==> src/rtl/clu_pkg.sv <==
package clu_pkg;

  typedef enum logic [1:0] {
    ST_RUN   = 2'd0,
    ST_DRAIN = 2'd1,
    ST_SWAP  = 2'd2
  } clu_state_e;

  localparam logic CL_FAST = 1'b0;
  localparam logic CL_SLOW = 1'b1;

  // Shallow queue: worth moving to the frugal cluster (never on empty).
  function automatic logic shallow_evt(input int unsigned occ, input int unsigned lo);
    return (occ != 0) && (occ <= lo);
  endfunction

  // Deep queue: worth moving to the fast cluster.
  function automatic logic deep_evt(input int unsigned occ, input int unsigned hi);
    return occ >= hi;
  endfunction

  function automatic logic [1:0] sel2(input logic idx);
    return idx ? 2'b10 : 2'b01;
  endfunction

endpackage

==> src/rtl/clu_thresh.sv <==
module clu_thresh
  import clu_pkg::*;
#(
  parameter int OCC_W = 10
) (
  input  logic [OCC_W-1:0] occupancy,
  input  logic [OCC_W-1:0] low_th,
  input  logic [OCC_W-1:0] high_th,
  input  logic             cur,
  output logic             swap_req
);

  logic shallow, deep;

  always_comb begin
    shallow  = shallow_evt(32'(occupancy), 32'(low_th));
    deep     = deep_evt(32'(occupancy), 32'(high_th));
    // Only the event that points away from the current cluster counts.
    swap_req = (cur == CL_FAST) ? shallow : deep;
  end

  always_comb begin
    if (occupancy == '0) assert_no_req_on_empty_R4: assert (!swap_req || cur == CL_SLOW);
  end

endmodule

==> src/rtl/clu_fsm.sv <==
module clu_fsm
  import clu_pkg::*;
#(
  parameter int CNT_W = 8
) (
  input  logic             clk,
  input  logic             rst_n,
  input  logic             swap_req,
  input  logic [1:0]       pipe_empty,
  input  logic             recov_busy,
  output clu_state_e       state,
  output logic             cur,
  output logic             tgt,
  output logic             drain_done,
  output logic [CNT_W-1:0] switch_count
);

  localparam logic [CNT_W-1:0] CNT_MAX = {CNT_W{1'b1}};

  clu_state_e state_nx;

  always_comb begin
    drain_done = (state == ST_DRAIN) && pipe_empty[cur] && !recov_busy;
    state_nx   = state;
    unique case (state)
      ST_RUN:   if (swap_req) state_nx = ST_DRAIN;
      ST_DRAIN: if (drain_done) state_nx = ST_SWAP;
      ST_SWAP:  state_nx = ST_RUN;
      default:  state_nx = ST_RUN;
    endcase
  end

  always_ff @(posedge clk or negedge rst_n) begin
    if (!rst_n) begin
      state        <= ST_RUN;
      cur          <= CL_FAST;
      tgt          <= CL_SLOW;
      switch_count <= '0;
    end else begin
      state <= state_nx;
      if (state == ST_RUN && swap_req) tgt <= ~cur;
      if (state == ST_SWAP) begin
        cur <= tgt;
        if (switch_count != CNT_MAX) switch_count <= switch_count + 1'b1;
      end
    end
  end

  assert_swap_one_cycle_R7: assert property (@(posedge clk) disable iff (!rst_n)
    state == ST_SWAP |=> state == ST_RUN && cur == $past(tgt));

  assert_recovery_first_R6: assert property (@(posedge clk) disable iff (!rst_n)
    (state == ST_DRAIN && recov_busy) |=> state == ST_DRAIN);

  assert_target_frozen_R9: assert property (@(posedge clk) disable iff (!rst_n)
    state != ST_RUN |=> $stable(tgt));

  assert_count_step_R10: assert property (@(posedge clk) disable iff (!rst_n)
    (state == ST_SWAP && switch_count != CNT_MAX) |=> switch_count == $past(switch_count) + 1'b1);

  assert_count_hold_R10: assert property (@(posedge clk) disable iff (!rst_n)
    state != ST_SWAP |=> $stable(switch_count));

endmodule

==> src/rtl/clu_outdec.sv <==
module clu_outdec
  import clu_pkg::*;
(
  input  clu_state_e  state,
  input  logic        cur,
  input  logic        tgt,
  input  logic        occ_zero,
  input  logic        rd_req,
  output logic [1:0]  clu_enable,
  output logic [1:0]  clu_wake,
  output logic [1:0]  clu_shutdown,
  output logic        fetch_stall,
  output logic        empty_drop
);

  always_comb begin
    clu_enable   = (state == ST_SWAP) ? sel2(tgt) : sel2(cur);
    clu_wake     = (state == ST_DRAIN) ? sel2(tgt) : 2'b00;
    clu_shutdown = ~(clu_enable | clu_wake);
    fetch_stall  = (state != ST_RUN);
    empty_drop   = (state == ST_RUN) && rd_req && occ_zero;
  end

  always_comb begin
    assert_single_enable_R8: assert ($countones(clu_enable) == 1);
    if (state == ST_DRAIN) assert_drain_outputs_R5: assert (fetch_stall && clu_wake[tgt] && !clu_wake[cur]);
    if (state == ST_SWAP) assert_old_shut_R7: assert (clu_shutdown[cur] && clu_enable[tgt]);
  end

endmodule

==> src/rtl/clu_swap_ctrl.sv <==
module clu_swap_ctrl
  import clu_pkg::*;
#(
  parameter int QDEPTH = 512,
  parameter int CNT_W  = 8,
  localparam int OCC_W = $clog2(QDEPTH + 1)
) (
  input  logic             clk,
  input  logic             rst_n,
  input  logic [OCC_W-1:0] occupancy,
  input  logic [OCC_W-1:0] low_th,
  input  logic [OCC_W-1:0] high_th,
  input  logic             rd_req,
  input  logic [1:0]       pipe_empty,
  input  logic             recov_busy,
  output logic [1:0]       clu_enable,
  output logic [1:0]       clu_wake,
  output logic [1:0]       clu_shutdown,
  output logic             fetch_stall,
  output logic             empty_drop,
  output logic             active_clu,
  output logic [1:0]       ctrl_state,
  output logic [CNT_W-1:0] switch_count
);

  clu_state_e st;
  logic       cur, tgt, swap_req, drain_done, occ_zero;

  assign occ_zero   = (occupancy == '0);
  assign active_clu = cur;
  assign ctrl_state = st;

  clu_thresh #(.OCC_W(OCC_W)) u_thresh (
    .occupancy (occupancy),
    .low_th    (low_th),
    .high_th   (high_th),
    .cur       (cur),
    .swap_req  (swap_req)
  );

  clu_fsm #(.CNT_W(CNT_W)) u_fsm (
    .clk          (clk),
    .rst_n        (rst_n),
    .swap_req     (swap_req),
    .pipe_empty   (pipe_empty),
    .recov_busy   (recov_busy),
    .state        (st),
    .cur          (cur),
    .tgt          (tgt),
    .drain_done   (drain_done),
    .switch_count (switch_count)
  );

  clu_outdec u_dec (
    .state        (st),
    .cur          (cur),
    .tgt          (tgt),
    .occ_zero     (occ_zero),
    .rd_req       (rd_req),
    .clu_enable   (clu_enable),
    .clu_wake     (clu_wake),
    .clu_shutdown (clu_shutdown),
    .fetch_stall  (fetch_stall),
    .empty_drop   (empty_drop)
  );

  assert_empty_no_switch_R4: assert property (@(posedge clk) disable iff (!rst_n)
    (st == ST_RUN && occ_zero) |=> st == ST_RUN);

  assert_drain_needs_empty_R6: assert property (@(posedge clk) disable iff (!rst_n)
    (st == ST_DRAIN && !drain_done) |=> st == ST_DRAIN);

  assert_wrong_way_ignored_R3: assert property (@(posedge clk) disable iff (!rst_n)
    (st == ST_RUN && cur == CL_FAST && occupancy >= high_th && occupancy > low_th) |=> st == ST_RUN);

endmodule

==> config.mk <==
export PLATFORM = sky130hd
export DESIGN_NAME = clu_swap_ctrl
export DESIGN_NICKNAME = d
export VERILOG_FILES = /design/src/rtl/clu_pkg.sv /design/src/rtl/clu_thresh.sv /design/src/rtl/clu_fsm.sv /design/src/rtl/clu_outdec.sv /design/src/rtl/clu_swap_ctrl.sv
export SDC_FILE = /design/constraint.sdc
export NUM_CORES = 1
export LEC_CHECK = 0
export ABC_AREA = 1
export ABC_CLOCK_PERIOD_IN_PS = 2600
export BUFFER_PORTS_ARGS = -buffer_cell sky130_fd_sc_hd__buf_2
export CAP_MARGIN = 20
export CORE_UTILIZATION = 45
export CTS_BUF_LIST = sky130_fd_sc_hd__clkbuf_8
export CTS_CLUSTER_DIAMETER = 200
export DETAILED_ROUTE_END_ITERATION = 8
export PLACE_DENSITY = 0.72
export SETUP_SLACK_MARGIN = 0.3
export SKIP_CTS_REPAIR_TIMING = 1
export SLEW_MARGIN = 25
export SYNTH_ARGS = -nofsm -noshare
export SYNTH_HDL_FRONTEND = slang
export SYNTH_HIERARCHICAL = 1
export SYNTH_SLANG_ARGS = --single-unit
==> constraint.sdc <==
create_clock -name clk -period 2.6 [get_ports clk]
set_input_delay 0.39 -clock clk [delete_from_list [all_inputs] [get_ports clk]]
set_output_delay 0.39 -clock clk [all_outputs]
set_load 0.01 [all_outputs]
; ---- Word-level counts from Yosys, hierarchy flattened
; Cells that the tools add are included.
; Widths: inputs -> output; s select.
[op_classes]
add_sub_neg = 1
n_lt_le_gt_ge = 3
eq_ne = 5
n_mux = 10
n_bitwise = 3
n_reduce_logical = 13
[op_table]
columns = op, count
row1 = $mux 2, 6
row2 = $ge 10x10->1, 1
row3 = $le 10x10->1, 1
row4 = $logic_not 10->1, 1
row5 = $reduce_bool 10->1, 1
row6 = $add 8x1->8 const B, 1
row7 = $ne 8x8->1 const B, 1
row8 = $logic_and 1x1->1, 6
row9 = $ne 2x2->1 const B, 2
row10 = $pmux 2 s2, 1
row11 = $reduce_and 2->1, 2
row12 = $mux 1, 3
row13 = $eq 2x1->1 const B, 1
row14 = $eq 2x2->1 const B, 1
row15 = $logic_not 2->1, 1
row16 = $lt 1x2->1 const B, 1
row17 = $not 2->2, 1
row18 = $or 2x2->2, 1
row19 = $reduce_bool 2->1, 1
row20 = $logic_not 1->1, 1
row21 = $not 1->1, 1
[word_totals]
regBits = 12
in_bits = 36
output_inout_bits = 19
elab_cells = 39

; ---- Logic depth before layout (Yosys ltp)
[logic_depth]
word_depth = 6
mapped_depth = 14
mapped_depth_nobuf = 14

; ---- Cells and area by module
; The synthesis kept the hierarchy.
[by_module_without_submodules]
columns = module, instances, cells_per_inst, area_per_inst_um2, seq_area_each_um2
row1 = clu_fsm, 1, 82, 686.9, 301.5
row2 = clu_thresh, 1, 105, 613.1, 0.0
row3 = clu_outdec, 1, 19, 73.8, 0.0
row4 = clu_swap_ctrl, 1, 8, 31.3, 0.0

; ---- Least setup slack after synthesis
; No wires, ideal clock.
[synth_timing]
path_kind = input to register
from = in low_th[9]
to = reg u_fsm.tgt
setup_ns = 0.079
t_arrival_ns = 1.402
required_ns = 2.521
path_slack_ns = 1.119
cell_stages = 11
n_path_buf = 0
cell_sequence = inv_1 > ha_1 > nand2_2 > inv_1 > a21oi_1 > nand3_1 > nand2_1 > nand2_1 > nand2_1 > nand3_1 > o21ai_0
[synth_between]
elab_chain_len = 4
[synth_rtl]
columns = item, line
row1 = start: declaration, clu_swap_ctrl.sv:11  ; input logic [OCC_W-1:0] low_th,
row2 = $le 10x10->1, clu_pkg.sv:14  ; return (occ != 0) && (occ <= lo);
row3 = $logic_and 1x1->1, clu_pkg.sv:14
row4 = $mux 1, clu_thresh.sv:19  ; swap_req = (cur == CL_FAST) ? shallow : deep;
row5 = via swap_req, clu_swap_ctrl.sv:27  ; logic cur, tgt, swap_req, drain_done, occ_zero;
row6 = $logic_and 1x1->1, clu_fsm.sv:41  ; if (state == ST_RUN && swap_req) tgt <= ~cur;
row7 = end signal: assignment, clu_fsm.sv:41
row8 = end: declaration, clu_fsm.sv:13  ; output logic tgt,
; The timed path passes the listed nets, and every way through them passes these cells.
; A chain may end at the register's enable or synchronous reset.

; ---- Worst setup path after layout
[layout_timing]
from = reg u_fsm.state[0]
to = out clu_shutdown[1]
[layout_between]
elab_chain_len = 4
word_cells_on_any_way = 6
classes_between = 2 x eq/ne / 2 x mux / 2 x bitwise
[layout_rtl]
columns = item, line
row1 = start: declaration, clu_fsm.sv:11  ; output clu_state_e state,
row2 = start signal: assignment, clu_fsm.sv:40  ; state <= state_nx;
row3 = $eq 2x2->1 / $eq 2x1->1 (equally long branches), n/a
row4 = "$mux 2, on equally long branches", "clu_outdec.sv:17, clu_outdec.sv:18"
row5 = $or 2x2->2 *, clu_outdec.sv:19  ; clu_shutdown = ~(clu_enable | clu_wake);
row6 = $not 2->2 *, clu_outdec.sv:19
row7 = end: declaration, clu_swap_ctrl.sv:18  ; output logic [1:0] clu_shutdown,
; Every way passes the cells marked *; elsewhere a longest branch is shown, timed or not.

==> summary.md <==
| Metric | Value |
|---|---|
| Fin area | `1750 µm²` |
| Seq pwr share | `0.328` |
| # nets final | `329` |
| Failing checks | `design-rule violations` |
| Logic pwr share | `0.505` |
| GR peak layer | `met2` |
| Worst-path cell chain | `inv_2 -> nand2_1 -> nand2_1 -> nand2_1 -> nor2_1 -> buf_2` |
| Met1 usage | `0.221` |
| Pleak | `1.08 nW` |
| Final setup fails | `0` |
| Setup TNS | `0 ns` |
| Crit path buffers/inverters | `2` |
| Port Buffers | `54` |
| Worst path top cell family by delay | `flip-flops` |
| CTS tree | `done` |
| Clock slew at reported path FFs | `0.06 ns` |
| Avg WL per Cell | `9.04 µm` |
| Setup repair after global routing missed its margin | `no` |
| Pin count of the biggest net entering global routing | `13` |
| Tot GR Track Use | `0.177` |
| CP Max Fanout | `5` |
| Final period util | `0.627` |
| Pwr/cell area | `578 nW/µm²` |
| Clock sink total | `12` |
| Die area | `3340 µm²` |
| Max-slew headroom | `0.791` |
| Critical Path Source Type | `flop` |
| Commonest non-fill, non-tap cell in the layout | `nand2_1` |
| Placed cell area | `1710 µm²` |
| Worst hold path type | `input port to async pin` |
| Iteration-0 DRC Markers | `40` |
| Fillers | `299` |
| Drt pass-1 iters | `6` |
| Clk root buf | `clkbuf_8` |
| Num CTS Buffers | `3` |
| Cell count after synthesis | `213` |
| Required time worst endpoint | `2.21 ns` |
| Htree depth | `1` |
| IO Count | `55` |
| Core Region | `2850 µm²` |
| M2 GR Usage | `0.324` |
| Crit-path most repeated cell | `nand2_1` |
| Max Clock Freq | `613 MHz` |
| Worst path max stage delay | `0.48 ns` |
| Chip Height | `57.8 µm` |
| Via density per instance | `4.58` |
| Critical path data arrival time | `1.24 ns` |
| Internal Pwr Total | `0.563 mW` |
| Proportion of layout cells with a drive suffix above 1 | `0.284` |
| Fin. Hold Viols | `0` |
| Critical path endpoint category | `primary output` |
| Met3 GRT Util | `0.0179` |
| Slew Limit Fails | `0` |
| DRT antenna net count | `0` |
| RD Place Congestion | `0.805` |
| Period minus WS final | `1.63 ns` |
| DR vias | `1382` |
| DRC viols | `2` |
| Worst path slowest cell | `dfrtp_1` |
| Number of core rows | `19` |
| P_sw | `0.451 mW` |
| Maximum VDD drop | `0.179 mV` |
| Global-route wire length before repair | `4790 µm` |
| Clock Path Buffers | `2` |
| Worst-Skew Late Latency | `0.24 ns` |
| Die width | `57.8 µm` |
| Finished Core Util | `0.614` |
| Most frequent cells in the layout | `nand2_1, buf_2, inv_1` |
| Syn_area_per_cell | `6.57 µm²` |
| DPL Wire Length | `2360 µm` |
| Net Sw Frac | `0.445` |
| Critical path type | `flop to primary output` |
| Initial Util | `0.490` |
| Measured slew at the worst slew-check pin | `0.314 ns` |
| Net Count, Synth | `270` |
| Max-cap violations | `0` |
| Layout Skew | `0.00525 ns` |
| Vias in the first global route | `1252` |
| Synthesized area | `1400 µm²` |
| Area grow syn2layout | `25.3%` |
| Routed wire length | `2730 µm` |
| YS warnings | `6` |
| Overflow after GRT | `0` |
| Status | `complete, but fails checks` |
| Antenna violations before repair | `0` |
| Clk pwr share | `0.167` |
| ANT cells | `0` |
## state kept, by name, indices dropped and copies added (netlist names)
signal              count
u_fsm/switch_count      8
u_fsm/tgt               1
u_fsm/state             2
u_fsm/cur               1
## through the flow
stage / setup slack, ns / power (mW) / cells / hold slack (ns)
finish: 0.970 / 1.01 / 302 / 0.0200
global route: 0.856 / 1.11 / 302 / 0.0367
CTS: 0.968 / 1.02 / 302 / 0.0280
detailed placement: 0.868 / 0.852 / 298 / 0.282
global placement: 0.939 / 0.843 / 298 / 0.283
floorplan: 1.12 / 0.657 / 213 / 0.0944
## power groups by stage
stage               sequential (mW)  clock (mW)  combinational, mW
floorplan                     0.339           0              0.318
finish                        0.332       0.170              0.512
detailed placement            0.336           0              0.516
CTS                           0.333       0.173              0.518
global route                  0.348       0.180              0.581
global placement              0.334           0              0.509
## area by class of cell
class | count | area [µm²] | share of cell area
well taps | 31 | 38.8 | 0.0221
inverters | 44 | 171 | 0.0978
repair buffers | 54 | 270 | 0.154
clock buffers | 3 | 41.3 | 0.0236
flip-flops and latches | 12 | 302 | 0.172
multi-input cells | 157 | 926 | 0.528
clock inverters | 1 | 3.75 | 0.00214
## final timing paths
path | endpoint | cells past startpoint | from | slack [ns]
worst max-delay path | clu_shutdown[1] | 6 | u_fsm/state[0] | 0.97
worst min-delay path | u_fsm/switch_count[6] | 1 | rst_n | 0.02
worst max register to register | u_fsm/switch_count[3] | 8 | u_fsm/switch_count[0] | 1.32
worst min register to register | u_fsm/tgt | 2 | u_fsm/tgt | 0.53
max in group asynchronous | u_fsm/tgt | 1 | rst_n | 2.31
min in group clk | u_fsm/state[1] | 2 | recov_busy | 0.32
## layer usage
layer | up-vias | share of wire
met5 | - | 0
met1 | 582 | 0.47
met3 | 2 | 0.036
met4 | 0 | 0.0084
li1 | 768 | -
met2 | 30 | 0.49
Power figures use the tool's default switching activity.
